--- config.mk ---
export PLATFORM = sky130hd
export DESIGN_NAME = upg_ctl_chain
export DESIGN_NICKNAME = d
export VERILOG_FILES = /design/src/rtl/upg_chain_pkg.sv /design/src/rtl/upg_capture_mux.sv /design/src/rtl/upg_shift_chain.sv /design/src/rtl/upg_param_reg.sv /design/src/rtl/upg_ctl_chain.sv
export SDC_FILE = /design/constraint.sdc
export NUM_CORES = 1
export LEC_CHECK = 0
export BUFFER_PORTS_ARGS = -buffer_cell sky130_fd_sc_hd__buf_2
export CAP_MARGIN = 20
export CORE_MARGIN = 8
export CORE_UTILIZATION = 40
export CTS_CLUSTER_SIZE = 12
export DETAILED_ROUTE_END_ITERATION = 8
export GPL_ROUTABILITY_DRIVEN = 0
export GPL_TIMING_DRIVEN = 0
export PLACE_DENSITY_LB_ADDON = 0.3
export SLEW_MARGIN = 10
export SYNTH_ARGS = -nofsm -noshare
export SYNTH_HDL_FRONTEND = slang
export SYNTH_HIERARCHICAL = 1
export SYNTH_SLANG_ARGS = --single-unit
--- constraint.sdc ---
create_clock -name clk -period 1.3 [get_ports clk]
set_input_delay 0.13 -clock clk [delete_from_list [all_inputs] [get_ports clk]]
set_output_delay 0.13 -clock clk [all_outputs]
set_load 0.01 [all_outputs]
--- src/rtl/upg_chain_pkg.sv ---
package upg_chain_pkg;

   typedef enum logic [1:0] {
      OP_UPDATE  = 2'd0,
      OP_CAPTURE = 2'd1,
      OP_SHIFT   = 2'd2
   } chain_op_e;

   localparam int unsigned SRC_SEL_W = 2;

   localparam logic [SRC_SEL_W-1:0] SRC_LIVE     = 2'b00;
   localparam logic [SRC_SEL_W-1:0] SRC_PREV_A   = 2'b01;
   localparam logic [SRC_SEL_W-1:0] SRC_PREV_B   = 2'b10;
   localparam logic [SRC_SEL_W-1:0] SRC_READBACK = 2'b11;

   // Shift has priority; capture and update split on the second control.
   function automatic chain_op_e decode_op(input logic shift_i, input logic capt_i);
      if (shift_i)     return OP_SHIFT;
      else if (capt_i) return OP_CAPTURE;
      else             return OP_UPDATE;
   endfunction

endpackage

--- src/rtl/upg_capture_mux.sv ---
module upg_capture_mux
   import upg_chain_pkg::*;
#(
   parameter int unsigned FIELD_W = 39,
   parameter int unsigned PREV_W  = 31
) (
   input  logic [SRC_SEL_W-1:0] sel,
   input  logic [FIELD_W-1:0]   live,
   input  logic [PREV_W-1:0]    prev_a,
   input  logic [PREV_W-1:0]    prev_b,
   input  logic [FIELD_W-1:0]   readback,
   output logic [FIELD_W-1:0]   cap_word
);

   localparam int unsigned PAD_W = FIELD_W - PREV_W;

   logic [FIELD_W-1:0] prev_a_ext;
   logic [FIELD_W-1:0] prev_b_ext;

   generate
      if (PREV_W > FIELD_W) begin : g_bad_width
         $error("upg_capture_mux: PREV_W must not exceed FIELD_W");
      end

      if (PREV_W < FIELD_W) begin : g_pad
         assign prev_a_ext = {{PAD_W{1'b0}}, prev_a};
         assign prev_b_ext = {{PAD_W{1'b0}}, prev_b};
      end else begin : g_nopad
         assign prev_a_ext = prev_a;
         assign prev_b_ext = prev_b;
      end
   endgenerate

   always_comb begin
      unique case (sel)
         SRC_LIVE:   cap_word = live;
         SRC_PREV_A: cap_word = prev_a_ext;
         SRC_PREV_B: cap_word = prev_b_ext;
         default:    cap_word = readback;
      endcase
   end

endmodule

--- src/rtl/upg_shift_chain.sv ---
module upg_shift_chain
   import upg_chain_pkg::*;
#(
   parameter int unsigned FIELD_W = 39
) (
   input  logic                  clk,
   input  logic                  rst,
   input  chain_op_e             op,
   input  logic                  ser_in,
   input  logic [FIELD_W-1:0]    cap_word,
   output logic [FIELD_W-1:0]    field_q,
   output logic [SRC_SEL_W-1:0]  sel_q,
   output logic                  ser_out
);

   localparam int unsigned CHAIN_W = FIELD_W + SRC_SEL_W;

   generate
      if (FIELD_W < 2) begin : g_bad_field
         $error("upg_shift_chain: FIELD_W must be at least 2");
      end
   endgenerate

   logic [CHAIN_W-1:0] chain_q;

   always_ff @(posedge clk) begin
      if (rst) begin
         chain_q <= '0;
      end else begin
         case (op)
            OP_SHIFT:   chain_q <= {ser_in, chain_q[CHAIN_W-1:1]};
            OP_CAPTURE: chain_q[FIELD_W-1:0] <= cap_word;
            default:    chain_q <= chain_q;
         endcase
      end
   end

   assign field_q = chain_q[FIELD_W-1:0];
   assign sel_q   = chain_q[CHAIN_W-1:FIELD_W];
   assign ser_out = chain_q[0];

   AST_SHIFT_ADVANCE: assert property (@(posedge clk) disable iff (rst)
      op == OP_SHIFT |=> chain_q[CHAIN_W-2:0] == $past(chain_q[CHAIN_W-1:1]));

   AST_SHIFT_ENTRY: assert property (@(posedge clk) disable iff (rst)
      op == OP_SHIFT |=> chain_q[CHAIN_W-1] == $past(ser_in));

   AST_SEL_RETAIN: assert property (@(posedge clk) disable iff (rst)
      op == OP_CAPTURE |=> sel_q == $past(sel_q));

   AST_UPDATE_KEEPS_CHAIN: assert property (@(posedge clk) disable iff (rst)
      op == OP_UPDATE |=> $stable(chain_q));

   AST_CHAIN_RESET: assert property (@(posedge clk)
      rst |=> chain_q == '0);

endmodule

--- src/rtl/upg_param_reg.sv ---
module upg_param_reg #(
   parameter int unsigned FIELD_W = 39
) (
   input  logic               clk,
   input  logic               rst,
   input  logic               load,
   input  logic [FIELD_W-1:0] d,
   output logic [FIELD_W-1:0] q
);

   always_ff @(posedge clk) begin
      if (rst)       q <= '0;
      else if (load) q <= d;
   end

   AST_PARAM_HOLD: assert property (@(posedge clk) disable iff (rst)
      !load |=> $stable(q));

   AST_PARAM_LOAD: assert property (@(posedge clk) disable iff (rst)
      load |=> q == $past(d));

   AST_PARAM_RESET: assert property (@(posedge clk)
      rst |=> q == '0);

endmodule

--- src/rtl/upg_ctl_chain.sv ---
module upg_ctl_chain
   import upg_chain_pkg::*;
#(
   parameter int unsigned FIELD_W = 39,
   parameter int unsigned PREV_W  = 31
) (
   input  logic               clk,
   input  logic               rst,
   input  logic               ser_in,
   input  logic               mode_shift,
   input  logic               mode_capture,
   input  logic [FIELD_W-1:0] live_state,
   input  logic [PREV_W-1:0]  prev_state_a,
   input  logic [PREV_W-1:0]  prev_state_b,
   output logic               ser_out,
   output logic [FIELD_W-1:0] cfg_word
);

   chain_op_e            op;
   logic [FIELD_W-1:0]   field_q;
   logic [SRC_SEL_W-1:0] sel_q;
   logic [FIELD_W-1:0]   cap_word;

   assign op = decode_op(mode_shift, mode_capture);

   upg_capture_mux #(.FIELD_W(FIELD_W), .PREV_W(PREV_W)) u_mux (
      .sel      (sel_q),
      .live     (live_state),
      .prev_a   (prev_state_a),
      .prev_b   (prev_state_b),
      .readback (cfg_word),
      .cap_word (cap_word)
   );

   upg_shift_chain #(.FIELD_W(FIELD_W)) u_chain (
      .clk      (clk),
      .rst      (rst),
      .op       (op),
      .ser_in   (ser_in),
      .cap_word (cap_word),
      .field_q  (field_q),
      .sel_q    (sel_q),
      .ser_out  (ser_out)
   );

   upg_param_reg #(.FIELD_W(FIELD_W)) u_param (
      .clk  (clk),
      .rst  (rst),
      .load (op == OP_UPDATE),
      .d    (field_q),
      .q    (cfg_word)
   );

   AST_CAPTURE_READBACK: assert property (@(posedge clk) disable iff (rst)
      (op == OP_CAPTURE && sel_q == SRC_READBACK) |=> field_q == $past(cfg_word));

   AST_CAPTURE_LIVE: assert property (@(posedge clk) disable iff (rst)
      (op == OP_CAPTURE && sel_q == SRC_LIVE) |=> field_q == $past(live_state));

   AST_SHIFT_IGNORES_CAPT: assert property (@(posedge clk) disable iff (rst)
      mode_shift |=> $stable(cfg_word));

endmodule

-- Yosys cells after proc, flatten, opt, wreduce, memory -nomap -nowiden
Cells that the tools add are included.
W data, S select, Z words.
- equal/unequal tests: 4
- mux-type cells: 4
- reductions and logical operators: 3
- operators by type and width (cell ; number):
    $pmux W39 S3 ; 1
    $pmux W39 S2 ; 1
    $eq A2 B1 Y1 const B ; 2
    $eq A2 B2 Y1 const B ; 2
    $logic_not A2 Y1 ; 2
    $mux W2 ; 1
    $reduce_bool A2 Y1 ; 1
    $mux W1 ; 1
- bits in registers: 80
- input port bits: 106
- output and inout port bits: 40
- word-level logic and storage cells: 14

-- Longest topological paths before layout
- depth after elaboration: 4
- mapped depth: 7
- depth with buffers taken out: 5

-- By module
The synthesis kept the hierarchy.
- by module, submodules not included (module ; times used ; cells an instance ; area an instance (um2) ; seq. area each (um2)):
    upg_shift_chain ; 1 ; 186 ; 1926.8 ; 820.8
    upg_param_reg ; 1 ; 126 ; 1400.1 ; 780.7
    upg_capture_mux ; 1 ; 50 ; 875.8 ; 0.0
    upg_ctl_chain ; 1 ; 2 ; 17.5 ; 0.0

-- Worst setup path after synthesis
Ideal clock, no wire load.
- path kind: register to register
- from: register u_chain.chain_q[39]
- to: register u_chain.chain_q[10]
- library setup time: 138 ps
- data arrival time: 1318 ps
- required time: 1162 ps
- path slack: -155 ps
- stages on the path, launching flop included: 6
- path buffers: 2
- clock period less this slack: 1455 ps
- cells stage by stage: dfxtp_1 buf_6 buf_12 mux4_2 mux2i_1 a211oi_1
- cells in the longest elaborated chain, start to end: 3
- elaborated cells between the ends (all ways): 5
- those cells by class: 2 x eq/ne; 2 x mux; 1 x reduce/logical
- RTL lines (what ; line ; text):
    start, declared ; upg_shift_chain.sv:24 ; logic [CHAIN_W-1:0] chain_q;
    start signal, assigned ; upg_shift_chain.sv:31 ; OP_SHIFT: chain_q <= {ser_in, chain_q[CHAIN_W-1:1]};
    start signal, assigned by index ; upg_shift_chain.sv:32 ; OP_CAPTURE: chain_q[FIELD_W-1:0] <= cap_word;
    start signal, assigned ; upg_shift_chain.sv:33 ; default: chain_q <= chain_q;
    $eq A2 B2 Y1 (tied with other cells) ; upg_capture_mux.sv:35 ; unique case (sel)
    $pmux W39 S3 (*) ; upg_capture_mux.sv:35 ;
    via cap_word[10] ; upg_ctl_chain.sv:22 ; logic [FIELD_W-1:0] cap_word;
    $pmux W39 S2 (*) ; upg_shift_chain.sv:30 ; case (op)
Mark *: on every way through the listed nets, which the timed path passes. The rest lies on a longest branch.
A chain may end at the register's enable or synchronous reset.

-- Worst setup path in the final report
- from: register u_chain.chain_q[39]
- to: register u_chain.chain_q[16]
Same word-level chain as after synthesis.

==> impl_metrics.yaml <==
placement:
  place_area_um2: 5120
  place_hpwl_mm: 9.16
  numPortBuffers: 144
  post-place-ws_ns: -0.520
outcome:
  status: "finished with violations"
  violations: "negative setup slack"
sta:
  whs_ns: 0.0275
  slew_violations: 0
  rsz0062_at_grt: "yes"
  skew_ns: 0.0128
  fmax_mhz: 636
  finalSetupViolCount: 39
  worstMarginPinSlew_ns: 0.563
  fin_ws_ns: -0.271
  hold_violations: 0
  slew_headroom_pct: 62.5
  min_period_ns: 1.57
  timing.final.crit_share_pct: 121
worst_setup_path:
  cp_max_fo: 7
  rr_endpoint: "u_chain/chain_q[16]"
  critPathMaxStageDelay_ns: 0.50
  worstSetupPathType: "reg2reg"
  crit_buf_inv: 2
  required_ns: 1.52
  r2r_cells: 5
  rr_startpoint: "u_chain/chain_q[39]"
  setup.worst_path.start_class: "register"
  crit_chain: "buf_12 -> clkbuf_16 -> mux4_2 -> mux2i_1 -> a211oi_1"
  crit_arrival_ns: 1.80
  setup.worst_path.end_class: "register"
  cp_top_family: "multiplexers"
  rrSetupSlack_ns: -0.27
  critPathSlowestCell: "mux4_2"
global_routing:
  grt_usage_pct: 17.5
  grt_pass1_wl_mm: 19.7
  met2_usage_pct: 28.4
  globalRoute.totalOverflow: 0
  grt_max_degree: 17
  grt_pass1_vias: 3698
  use_met1_pct: 21.4
  global_route.usage.met3_pct: 5.33
  antenna_found_initial: 2
  grt-busiest-layer: "met2"
pwr:
  p_seq_share_pct: 48.5
  clkPwrFrac_pct: 31.0
  p_int_mw: 3.98
  switching_share_pct: 30.1
  p_per_area_nw_per_um2: 1040
  switchingPower_mw: 1.71
  power_frac_comb_pct: 20.6
  peakVddDrop_mv: 0.445
  leakagePower_nw: 2.27
synth:
  ys_types: 18
  yosys.area.top_type: "dfxtp_1"
  ys_ff_latch: 80
  ys_top_cells_by_area: "dfxtp_1 38%, mux2i_1 19%, mux4_2 17%"
  syn_area_um2: 4220
  synth_warnings: 6
  yosysTopAreaCellShare_pct: 37.9
  syn_avg_cell_area_um2: 11.6
  synth_cells: 364
  yosysSeqAreaShare_pct: 37.9
  syn-num-nets: 472
clock_network:
  cts_tree: "yes"
  cts_made_buffers: 9
  cts_max_path_buffers: 2
  ctsHoldBuffers: 0
  cts-root-buf: "clkbuf_8"
  cts_sinks: 80
  clk_pin_slew_worst_paths_ns: 0.09
  insertion_delay_ns: 0.37
  htree_levels: 3
floorplanning:
  row_count: 37
  core_um2: 10300
  die_w_um: 119
  start_util_pct: 41.1
  io_pins: 146
  die_y_um: 119
  die_area_um2: 14100
final_layout:
  drive_gt1_share_pct: 43.1
  utilization_pct: 53.0
  final_common_cell: "buf_2"
  final_cell_mix: "146 x buf_2, 79 x mux2i_1, 79 x dfxtp_1"
  nNetsFinal: 632
  antennaDiodeCount: 0
  syn2layout_area_growth_pct: 29.1
  fin_area_um2: 5450
route:
  viasPerCell: 5.26
  vias: 3499
  drt-pass1-iter-count: 4
  wl_per_cell_um: 19.1
  ant_nets: 0
  wl_mm: 12.7
  drt_iter0_drc: 167
  route.detailed.drc: 0
worst_hold_path:
  hp-class: "in2reg"
  holdPathStages: 3
  hold_end: "u_chain/chain_q[40]"
  min-delay-start: "ser_in"
flow_run:
  maxCapViolCount: 0
[power groups by stage]
stage,Clock (mW),Sequential [mW],Combinational [mW]
6_report,1.76,2.76,1.17
5_1_grt,1.94,2.78,1.27
4_1_cts,1.82,2.76,1.14
3_5_place_dp,0,2.81,1.12
3_3_place_gp,0,2.81,1.10
2_1_floorplan,0,2.79,0.732
[layout make-up]
type	instances	area [µm²]
clock inverters	7	61.3
inverters	3	11.3
flip-flops and latches	80	1600
fillers	984	4830
plain buffers	36	323
repair buffers	150	821
clock buffers	9	124
well taps	136	170
multi-input cells	244	2340
[tightest hold or removal path: stages]
cell	delay, ns
buf_2	0.09
mux2i_1	0.06
nor2_1	0.07
[state kept, by name, indices dropped and copies added, names as in the netlist]
register	flops
u_chain/chain_q	41
u_param/q	39
[how the worst max path moves through the flow]
stage / startpoint / end / slack [ns] / depth (start not counted)
after floorplan: u_chain/chain_q[39] / u_chain/chain_q[10] / -0.12 / 5
after global placement: mode_shift / u_chain/chain_q[25] / -0.46 / 8
after detailed placement: mode_shift / u_chain/chain_q[31] / -0.52 / 8
after CTS: u_chain/chain_q[39] / u_chain/chain_q[34] / -0.27 / 6
after global routing: u_chain/chain_q[39] / u_chain/chain_q[20] / -0.32 / 5
final: u_chain/chain_q[39] / u_chain/chain_q[16] / -0.27 / 5
[through the flow]
step / std cells / total power [mW] / setup TNS [ns]
floorplan: 364 / 3.53 / -3.55
global placement: 644 / 3.91 / -12.31
detailed placement: 644 / 3.93 / -13.63
CTS: 662 / 5.72 / -9.11
global route: 665 / 5.99 / -10.31
finish: 665 / 5.69 / -8.14
[what timing repair did]
item / in CTS / in global routing
endpoints found under the hold margin: 0 / 0
pin swaps: 2 / 21
setup buffers: 2 / 1
endpoints found under the setup margin: 39 / 39
resized for setup: 6 / 12
cloned: 1 / 2
[synthesized netlist by cell type]
cell type,n
mux4_2,31
a22o_1,8
nor2_1,42
nor2_2,1
buf_12,6
buf_4,6
buf_6,2
inv_1,3
nor2b_4,1
dfxtp_1,80
nor2b_1,39
ha_1,2
buf_2,6
a211oi_1,39
clkbuf_1,16
and2_1,1
buf_8,1
mux2i_1,80
[kinds of logic (layout without fill, tap and decap cells)]
group                    after synthesis  in the layout  share of synthesized area, %
flip-flops                            80             80                          37.9
AO/OA/AOI/OAI                         47             47                          8.60
buffers and inverters                 40            205                          7.20
adder cells (fa/ha/maj)                2              2                         0.593
multiplexers                         111            111                          35.5
AND/OR/NAND/NOR                       84             84                          10.1
[metal layers]
metal | share of wire (%) | vias up | wire length (µm)
li1 | - | 1664 | -
met1 | 45 | 1702 | 5760
met2 | 47 | 113 | 5940
met3 | 6.3 | 16 | 807
met4 | 1.5 | 4 | 193
met5 | 0.19 | - | 24
No activity file was read; power rests on OpenSTA's default activity.
